==> config.mk <==
export PLATFORM = sky130hd
export DESIGN_NAME = uart_regfile
export DESIGN_NICKNAME = d
export VERILOG_FILES = /design/src/rtl/uart_regfile_pkg.sv /design/src/rtl/uart_thr_fsm.sv /design/src/rtl/uart_irq_prio.sv /design/src/rtl/uart_regfile.sv
export SDC_FILE = /design/constraint.sdc
export NUM_CORES = 1
export LEC_CHECK = 0
export BUFFER_PORTS_ARGS = -buffer_cell sky130_fd_sc_hd__buf_2
export CORE_ASPECT_RATIO = 2
export CORE_MARGIN = 3
export CORE_UTILIZATION = 45
export DETAILED_ROUTE_END_ITERATION = 7
export PLACE_DENSITY_LB_ADDON = 0.25
export SETUP_SLACK_MARGIN = 0.5
export SYNTH_ARGS = -nofsm -noshare
export SYNTH_HDL_FRONTEND = slang
export SYNTH_SLANG_ARGS = --single-unit
export TNS_END_PERCENT = 10
==> constraint.sdc <==
create_clock -name clk -period 1.5 [get_ports clk]
set_input_delay 0.075 -clock clk [delete_from_list [all_inputs] [get_ports clk]]
set_output_delay 0.075 -clock clk [all_outputs]
set_load 0.02 [all_outputs]
==> src/rtl/uart_regfile_pkg.sv <==
package uart_regfile_pkg;
    localparam int DATA_W  = 8;
    localparam int ADDR_W  = 3;
    localparam int CAUSE_N = 4;

    localparam logic [ADDR_W-1:0] OFS_DATA = 3'd0;
    localparam logic [ADDR_W-1:0] OFS_IEN  = 3'd1;
    localparam logic [ADDR_W-1:0] OFS_ID   = 3'd2;
    localparam logic [ADDR_W-1:0] OFS_LCTL = 3'd3;
    localparam logic [ADDR_W-1:0] OFS_LSTS = 3'd5;
    localparam logic [ADDR_W-1:0] OFS_MSTS = 3'd6;

    localparam logic [2:0] ID_LINE  = 3'b011;
    localparam logic [2:0] ID_RXDAT = 3'b010;
    localparam logic [2:0] ID_TXEMP = 3'b001;
    localparam logic [2:0] ID_MODEM = 3'b000;

    typedef enum logic {THR_EMPTY = 1'b0, THR_FULL = 1'b1} thr_state_t;
endpackage

==> src/rtl/uart_thr_fsm.sv <==
module uart_thr_fsm
    import uart_regfile_pkg::*;
#(
    parameter int W = DATA_W
) (
    input  logic         clk,
    input  logic         rst_n,
    input  logic         load,
    input  logic [W-1:0] load_data,
    input  logic         take,
    output logic         full,
    output logic [W-1:0] data,
    output logic         drained
);
    thr_state_t state, state_nx;

    always_comb begin
        state_nx = state;
        unique case (state)
            THR_EMPTY: if (load) state_nx = THR_FULL;
            THR_FULL:  if (take && !load) state_nx = THR_EMPTY;
            default:   state_nx = THR_EMPTY;
        endcase
    end

    always_ff @(posedge clk or negedge rst_n) begin
        if (!rst_n) state <= THR_EMPTY;
        else        state <= state_nx;
    end

    always_ff @(posedge clk or negedge rst_n) begin
        if (!rst_n)    data <= '0;
        else if (load) data <= load_data;
    end

    always_comb begin
        full    = (state == THR_FULL);
        drained = (state == THR_FULL) && (state_nx == THR_EMPTY);
    end

    assert_load_fills_R4: assert property (@(posedge clk) disable iff (!rst_n)
        load |=> full);
    assert_take_empties_R4: assert property (@(posedge clk) disable iff (!rst_n)
        (take && full && !load) |=> !full);
endmodule

==> src/rtl/uart_irq_prio.sv <==
module uart_irq_prio
    import uart_regfile_pkg::*;
(
    input  logic               clk,
    input  logic               rst_n,
    input  logic [CAUSE_N-1:0] act,     // [3] line, [2] rx data, [1] tx empty, [0] modem
    output logic [2:0]         id,
    output logic               none
);
    logic [CAUSE_N-1:0] grant;

    always_comb begin
        grant = '0;
        id    = ID_MODEM;
        none  = 1'b1;
        if (act[3]) begin
            grant[3] = 1'b1; id = ID_LINE;  none = 1'b0;
        end else if (act[2]) begin
            grant[2] = 1'b1; id = ID_RXDAT; none = 1'b0;
        end else if (act[1]) begin
            grant[1] = 1'b1; id = ID_TXEMP; none = 1'b0;
        end else if (act[0]) begin
            grant[0] = 1'b1; id = ID_MODEM; none = 1'b0;
        end
    end

    assert_single_grant_R7: assert property (@(posedge clk) disable iff (!rst_n)
        $onehot0(grant));
    assert_line_first_R7: assert property (@(posedge clk) disable iff (!rst_n)
        act[3] |-> (id == ID_LINE && !none));
    assert_idle_code_R7: assert property (@(posedge clk) disable iff (!rst_n)
        (act == '0) |-> none);
endmodule

==> src/rtl/uart_regfile.sv <==
module uart_regfile
    import uart_regfile_pkg::*;
#(
    parameter int MODEM_W = 4,
    localparam int DIV_W  = 2 * DATA_W
) (
    input  logic              clk,
    input  logic              rst_n,
    input  logic [ADDR_W-1:0] addr,
    input  logic              wr_en,
    input  logic              rd_en,
    input  logic [DATA_W-1:0] wdata,
    output logic [DATA_W-1:0] rdata,
    input  logic              rx_valid,
    input  logic [DATA_W-1:0] rx_data,
    input  logic              line_err,
    input  logic              tx_take,
    input  logic [MODEM_W-1:0] modem_lines,
    output logic              tx_full,
    output logic [DATA_W-1:0] tx_data,
    output logic [DIV_W-1:0]  divisor,
    output logic [DATA_W-1:0] line_ctrl,
    output logic              irq
);
    logic [DATA_W-1:0]  div_lo, div_hi, rbr;
    logic [CAUSE_N-1:0] ien;
    logic               dr, oe, fe;
    logic [MODEM_W-1:0] lines_q, delta;
    logic               thre_pend, drained;
    logic [2:0]         id;
    logic               none;
    logic               dlab;

    assign dlab = line_ctrl[DATA_W-1];

    // strobes
    logic wr_data, wr_dlo, wr_dhi, wr_ien, wr_lctl;
    logic rd_rbr, rd_id, rd_lsts, rd_msts, clr_thre;
    always_comb begin
        wr_data = wr_en && addr == OFS_DATA && !dlab;
        wr_dlo  = wr_en && addr == OFS_DATA &&  dlab;
        wr_ien  = wr_en && addr == OFS_IEN  && !dlab;
        wr_dhi  = wr_en && addr == OFS_IEN  &&  dlab;
        wr_lctl = wr_en && addr == OFS_LCTL;
        rd_rbr  = rd_en && addr == OFS_DATA && !dlab;
        rd_id   = rd_en && addr == OFS_ID;
        rd_lsts = rd_en && addr == OFS_LSTS;
        rd_msts = rd_en && addr == OFS_MSTS;
        clr_thre = rd_id && !none && id == ID_TXEMP;
    end

    uart_thr_fsm #(.W(DATA_W)) u_thr (
        .clk(clk), .rst_n(rst_n), .load(wr_data), .load_data(wdata),
        .take(tx_take), .full(tx_full), .data(tx_data), .drained(drained)
    );

    // configuration registers
    always_ff @(posedge clk or negedge rst_n) begin
        if (!rst_n) begin
            line_ctrl <= '0;
            div_lo    <= '0;
            div_hi    <= '0;
            ien       <= '0;
        end else begin
            if (wr_lctl) line_ctrl <= wdata;
            if (wr_dlo)  div_lo    <= wdata;
            if (wr_dhi)  div_hi    <= wdata;
            if (wr_ien)  ien       <= wdata[CAUSE_N-1:0];
        end
    end
    assign divisor = {div_hi, div_lo};

    // status and pending causes; a set in the same cycle wins over a clear
    always_ff @(posedge clk or negedge rst_n) begin
        if (!rst_n) begin
            rbr       <= '0;
            dr        <= 1'b0;
            oe        <= 1'b0;
            fe        <= 1'b0;
            thre_pend <= 1'b0;
            lines_q   <= '0;
            delta     <= '0;
        end else begin
            if (rx_valid) rbr <= rx_data;
            dr        <= rx_valid | (dr & ~rd_rbr);
            oe        <= (rx_valid & dr & ~rd_rbr) | (oe & ~rd_lsts);
            fe        <= line_err | (fe & ~rd_lsts);
            thre_pend <= drained | (thre_pend & ~(wr_data | clr_thre));
            lines_q   <= modem_lines;
            delta     <= (modem_lines ^ lines_q) | (delta & {MODEM_W{~rd_msts}});
        end
    end

    logic [CAUSE_N-1:0] act;
    always_comb begin
        act[3] = (oe | fe)    & ien[2];
        act[2] = dr           & ien[0];
        act[1] = thre_pend    & ien[1];
        act[0] = (|delta)     & ien[3];
    end

    uart_irq_prio u_prio (
        .clk(clk), .rst_n(rst_n), .act(act), .id(id), .none(none)
    );
    assign irq = ~none;

    always_comb begin
        rdata = '0;
        unique case (addr)
            3'd0:    rdata = dlab ? div_lo : rbr;
            3'd1:    rdata = dlab ? div_hi : {{(DATA_W-CAUSE_N){1'b0}}, ien};
            3'd2:    rdata = {{(DATA_W-4){1'b0}}, id, none};
            3'd3:    rdata = line_ctrl;
            3'd5:    rdata = {2'b00, ~tx_full, 1'b0, fe, 1'b0, oe, dr};
            3'd6:    rdata = {modem_lines, delta};
            default: rdata = '0;
        endcase
    end

    assert_rx_sets_ready_R5: assert property (@(posedge clk) disable iff (!rst_n)
        rx_valid |=> rdata_dr_view());
    assert_div_low_R3: assert property (@(posedge clk) disable iff (!rst_n)
        wr_dlo |=> (divisor[DATA_W-1:0] == $past(wdata)));
    assert_lsr_clears_R10: assert property (@(posedge clk) disable iff (!rst_n)
        (rd_lsts && !line_err && !(rx_valid && dr && !rd_rbr)) |=> !(oe || fe));
    assert_masked_quiet_R8: assert property (@(posedge clk) disable iff (!rst_n)
        (ien == '0) |-> !irq);
    assert_drain_pends_R9: assert property (@(posedge clk) disable iff (!rst_n)
        (tx_full && tx_take && !wr_en) |=> thre_pend);

    function automatic logic rdata_dr_view();
        return dr;
    endfunction
endmodule

==> results.rst <==
.. list-table::
   :header-rows: 1

   * - Metric
     - Value
   * - Inserted Clock Buffers
     - 9
   * - # clock sinks
     - 57
   * - Register-to-Register Setup Slack
     - -0.12 ns
   * - Fin cells
     - 390
   * - Critical path fanouts, max
     - 6
   * - Capturing element type of the critical path
     - primary output
   * - Number of distinct library cell variants in the gate-level netlist after synthesis
     - 44
   * - RR Startpoint
     - line_ctrl[7]
   * - Vertical die dimension
     - 114.5 um
   * - Area added between synthesis and finish
     - 50.43%
   * - Iteration-0 DRC Markers
     - 70
   * - Total global-route track usage
     - between 20% and 30%
   * - Max rail drop VDD
     - 1545 uV
   * - Number of placement rows
     - 38
   * - Number of synthesized flops with an enable pin
     - 0
   * - Status
     - complete, but fails checks
   * - Total setup violations reported at the end of the flow
     - 26
   * - TritonCTS clock tree
     - built
   * - Hold Violations, Final
     - 0
   * - Detailed-routing iteration count for the pre-antenna-repair pass
     - 4
   * - X dimension of the die
     - 60.24 um
   * - Total leakage power
     - 1.862 nW
   * - Inst Count DP
     - 347
   * - Vias in the first global route
     - roughly 2300
   * - Residual antenna-violating net count after detailed routing
     - 0
   * - Max stage delay on crit path
     - 0.46 ns
   * - FMAX
     - 526.3 MHz
   * - Overall power after layout
     - between 0.005 and 0.006 W
   * - Number of nets at the end of the flow
     - 355
   * - Port-buffer cells
     - 71
   * - Drt drc
     - 0
   * - Placed wire-length estimate after detailed placement
     - 5152 um
   * - Worst flop-to-flop path endpoint
     - u_thr.data[6]
   * - Buffers from clock root to sink, at most
     - 2
   * - Portion of the post-synthesis area used by sequential elements
     - a little over half
   * - Leftover overflow at the end of global routing
     - 0
   * - Insertion delay to the later sink of the worst-skew pair
     - 0.34 ns
   * - Cell seen most often among critical-path stages
     - sky130_fd_sc_hd__buf_6
   * - Pin slew with the least headroom to its limit
     - 0.3608 ns
   * - Initial antenna violation count
     - 0
   * - Final design utilization
     - 71.59%
   * - Time the final worst path needs with I/O delays and setup
     - 1.900 ns
   * - Global Route met2 Usage
     - roughly two fifths
   * - Max-slew violation count
     - 0
   * - Power per unit of standard cell area
     - around 1400 mW/mm2
   * - Layer carrying the most global-route usage
     - met2
   * - Number of inserted diodes
     - 0
   * - Post-synthesis register bit count
     - 57
   * - Data arrival time of the worst path
     - ~1.8 ns
   * - Violated checks
     - negative setup slack
   * - Total detailed-routing wirelength
     - between 7000 and 8000 um
   * - Maximum number of pins on one net before global-route repair
     - 58
   * - Asr flop ratio synth
     - 100.0%
   * - Highest-count cells in the layout ignoring fill and taps
     - sky130_fd_sc_hd__dfrtp_1, sky130_fd_sc_hd__buf_2, sky130_fd_sc_hd__buf_6, sky130_fd_sc_hd__mux2_2, sky130_fd_sc_hd__buf_4
   * - Share of final-layout standard cells stronger than drive strength 1
     - 53.94%
   * - Via density per instance
     - ~5.5
   * - Commonest non-fill, non-tap cell in the layout
     - sky130_fd_sc_hd__dfrtp_1
   * - Relative max-transition margin
     - 75.69%
   * - Setup Crit Path Kind
     - flop to primary output
   * - Unrepaired setup endpoints after global routing
     - yes
   * - Required time of the worst setup path
     - approximately 1.4 ns
   * - Clock tree root driver cell
     - sky130_fd_sc_hd__clkbuf_8
   * - Total number of yosys warnings
     - 0
   * - Origin of the worst min-delay path
     - wdata[5]
   * - Met3 demand-to-capacity share in global routing
     - 5.756%
   * - Top FF cell, synth
     - sky130_fd_sc_hd__dfrtp_1
   * - Mapped Cells
     - between 200 and 250
   * - End of the worst hold path
     - line_ctrl[5]
   * - Depth of the worst register-to-register path
     - 7
   * - First-pass GRT wire length
     - 11630 um
   * - Die footprint
     - 0.006895 mm2
   * - Starting density of the core
     - 47.59%
   * - Cell-by-cell listing of the critical path
     - buf_6 -> mux2i_1 -> o32ai_1 -> a221o_1 -> a31o_1 -> buf_6
   * - Post-placement worst setup slack
     - -0.09891 ns
   * - Post-Syn Nets
     - 235
   * - Critical-path top delay cell
     - sky130_fd_sc_hd__dfrtp_2
   * - Crit start category
     - flop
   * - Routed wire length per instance
     - a little under 20 um
   * - Max-cap check violation count
     - 0
   * - Placer congestion estimate
     - between 0.8 and 0.9
   * - Total negative setup slack
     - -4.535 ns
   * - Met1 GRT Util
     - 27.30%
   * - Hold depth
     - 2
   * - CP Launch Point
     - line_ctrl[7]
   * - Netlist area before placement
     - 0.002648 mm2
   * - Fin Clk Skew
     - 0.008661 ns
   * - Clock-pin slew on the worst setup and hold paths
     - 0.07 ns
   * - Mean cell area of the mapped netlist
     - 12.91 um2
   * - Core Area
     - 0.005563 mm2
   * - Via total after detailed routing
     - 2161
   * - Worst min-delay path class
     - input port to flop
   * - Setup WS post-layout
     - -0.4002 ns
   * - IO Pins
     - 72
   * - Max H-tree Level
     - 3
   * - Crit share post-route
     - 126.7%
-- metrics by stage --
| step | area, um2 | hold slack, ns |
|---|---|---|
| after floorplan | 2689 | -0.2206 |
| after global routing | 3983 | 0.02966 |
| after detailed placement | 3211 | 0.09886 |
| after global placement | 3211 | 0.1018 |
| final | 3983 | 0.01430 |
| after CTS | 3826 | 0.001187 |
-- synth_stat cells (2+ instances only) --
| master | instances | area, um2 |
|---|---|---|
| sky130_fd_sc_hd__dfrtp_1 | 57 | 1426 |
| sky130_fd_sc_hd__mux2_2 | 42 | 473.0 |
| sky130_fd_sc_hd__nand2_1 | 23 | 86.33 |
| sky130_fd_sc_hd__mux2i_1 | 8 | 80.08 |
| sky130_fd_sc_hd__o21ai_0 | 8 | 40.04 |
| sky130_fd_sc_hd__mux2_1 | 6 | 67.56 |
| sky130_fd_sc_hd__a21oi_1 | 4 | 20.02 |
| sky130_fd_sc_hd__buf_6 | 4 | 45.04 |
| sky130_fd_sc_hd__nor2_1 | 4 | 15.01 |
| sky130_fd_sc_hd__xnor2_1 | 4 | 35.03 |
| sky130_fd_sc_hd__a221o_1 | 3 | 30.03 |
| sky130_fd_sc_hd__o22ai_1 | 3 | 18.77 |
| sky130_fd_sc_hd__a21o_1 | 2 | 15.01 |
| sky130_fd_sc_hd__a22oi_1 | 2 | 15.01 |
| sky130_fd_sc_hd__buf_2 | 2 | 10.01 |
| sky130_fd_sc_hd__buf_4 | 2 | 15.01 |
| sky130_fd_sc_hd__inv_1 | 2 | 7.510 |
| sky130_fd_sc_hd__nand3_1 | 2 | 10.01 |
| sky130_fd_sc_hd__nand4_1 | 2 | 12.51 |
-- worst max path at each step --
stage,slack [ns],endpoint,cells after the start
after global routing,-0.45,rdata[2],6
after global placement,-0.09,rdata[0],5
final,-0.40,rdata[2],6
after detailed placement,-0.1,rdata[0],5
after floorplan,-0.04,rdata[5],5
after CTS,-0.39,rdata[6],6
-- cells by family after synthesis --
group,after synthesis,share of synthesized area (%)
xor+xnor,4,1.323
flops,57,53.88
simple gates,43,9.263
buf+inv,12,3.260
mux,56,23.44
compound gates,33,8.838
-- critical path: cells and delay by family (launching register included) --
| family | cells | cell delay, ns |
|---|---|---|
| AOI/OAI and AO/OA | 3 | 0.60 |
| buffers and inverters | 2 | 0.26 |
| DFF | 1 | 0.46 |
| muxes | 1 | 0.17 |
-- routing by layer --
metal / share of wire [%] / up-vias
li1: - / 989
met1: 37 / 1085
met2: 55 / 65
met3: 4.7 / 22
met4: 3.2 / 0
met5: 0 / -
-- state kept, by name, indices dropped and copies added (netlist names) --
signal      flops
div_hi          8
u_thr.full      1
lines_q         4
dr              1
fe              1
thre_pend       1
oe              1
delta           4
u_thr.data      8
rbr             8
div_lo          8
ien             4
line_ctrl       8
-- final cells by class --
cell class                 instances  area [um2]
clock buffer                      11       151.4
clock inverter                     5       77.57
fill                             392        1580
inverter                           2       7.507
multi-input combinational        136        1239
sequential                        57        1428
tap                               60       75.07
timing repair buffer             119        1005
-- power by group --
group	switching, W	internal, W	total [W]
sequential	0.000297	0.00185	0.00215
combinational	0.000884	0.00104	0.00192
clock	0.000619	0.00102	0.00164
total	0.00180	0.00391	0.00571
-- repair_timing --
action	in CTS	in global routing
resized for setup	45	45
pin swaps	6	7
hold endpoints to repair	80	0
hold buffers	19	0
setup buffers	6	2
setup endpoints to repair	57	64
Note: power is estimated with default switching activity, not from simulation.
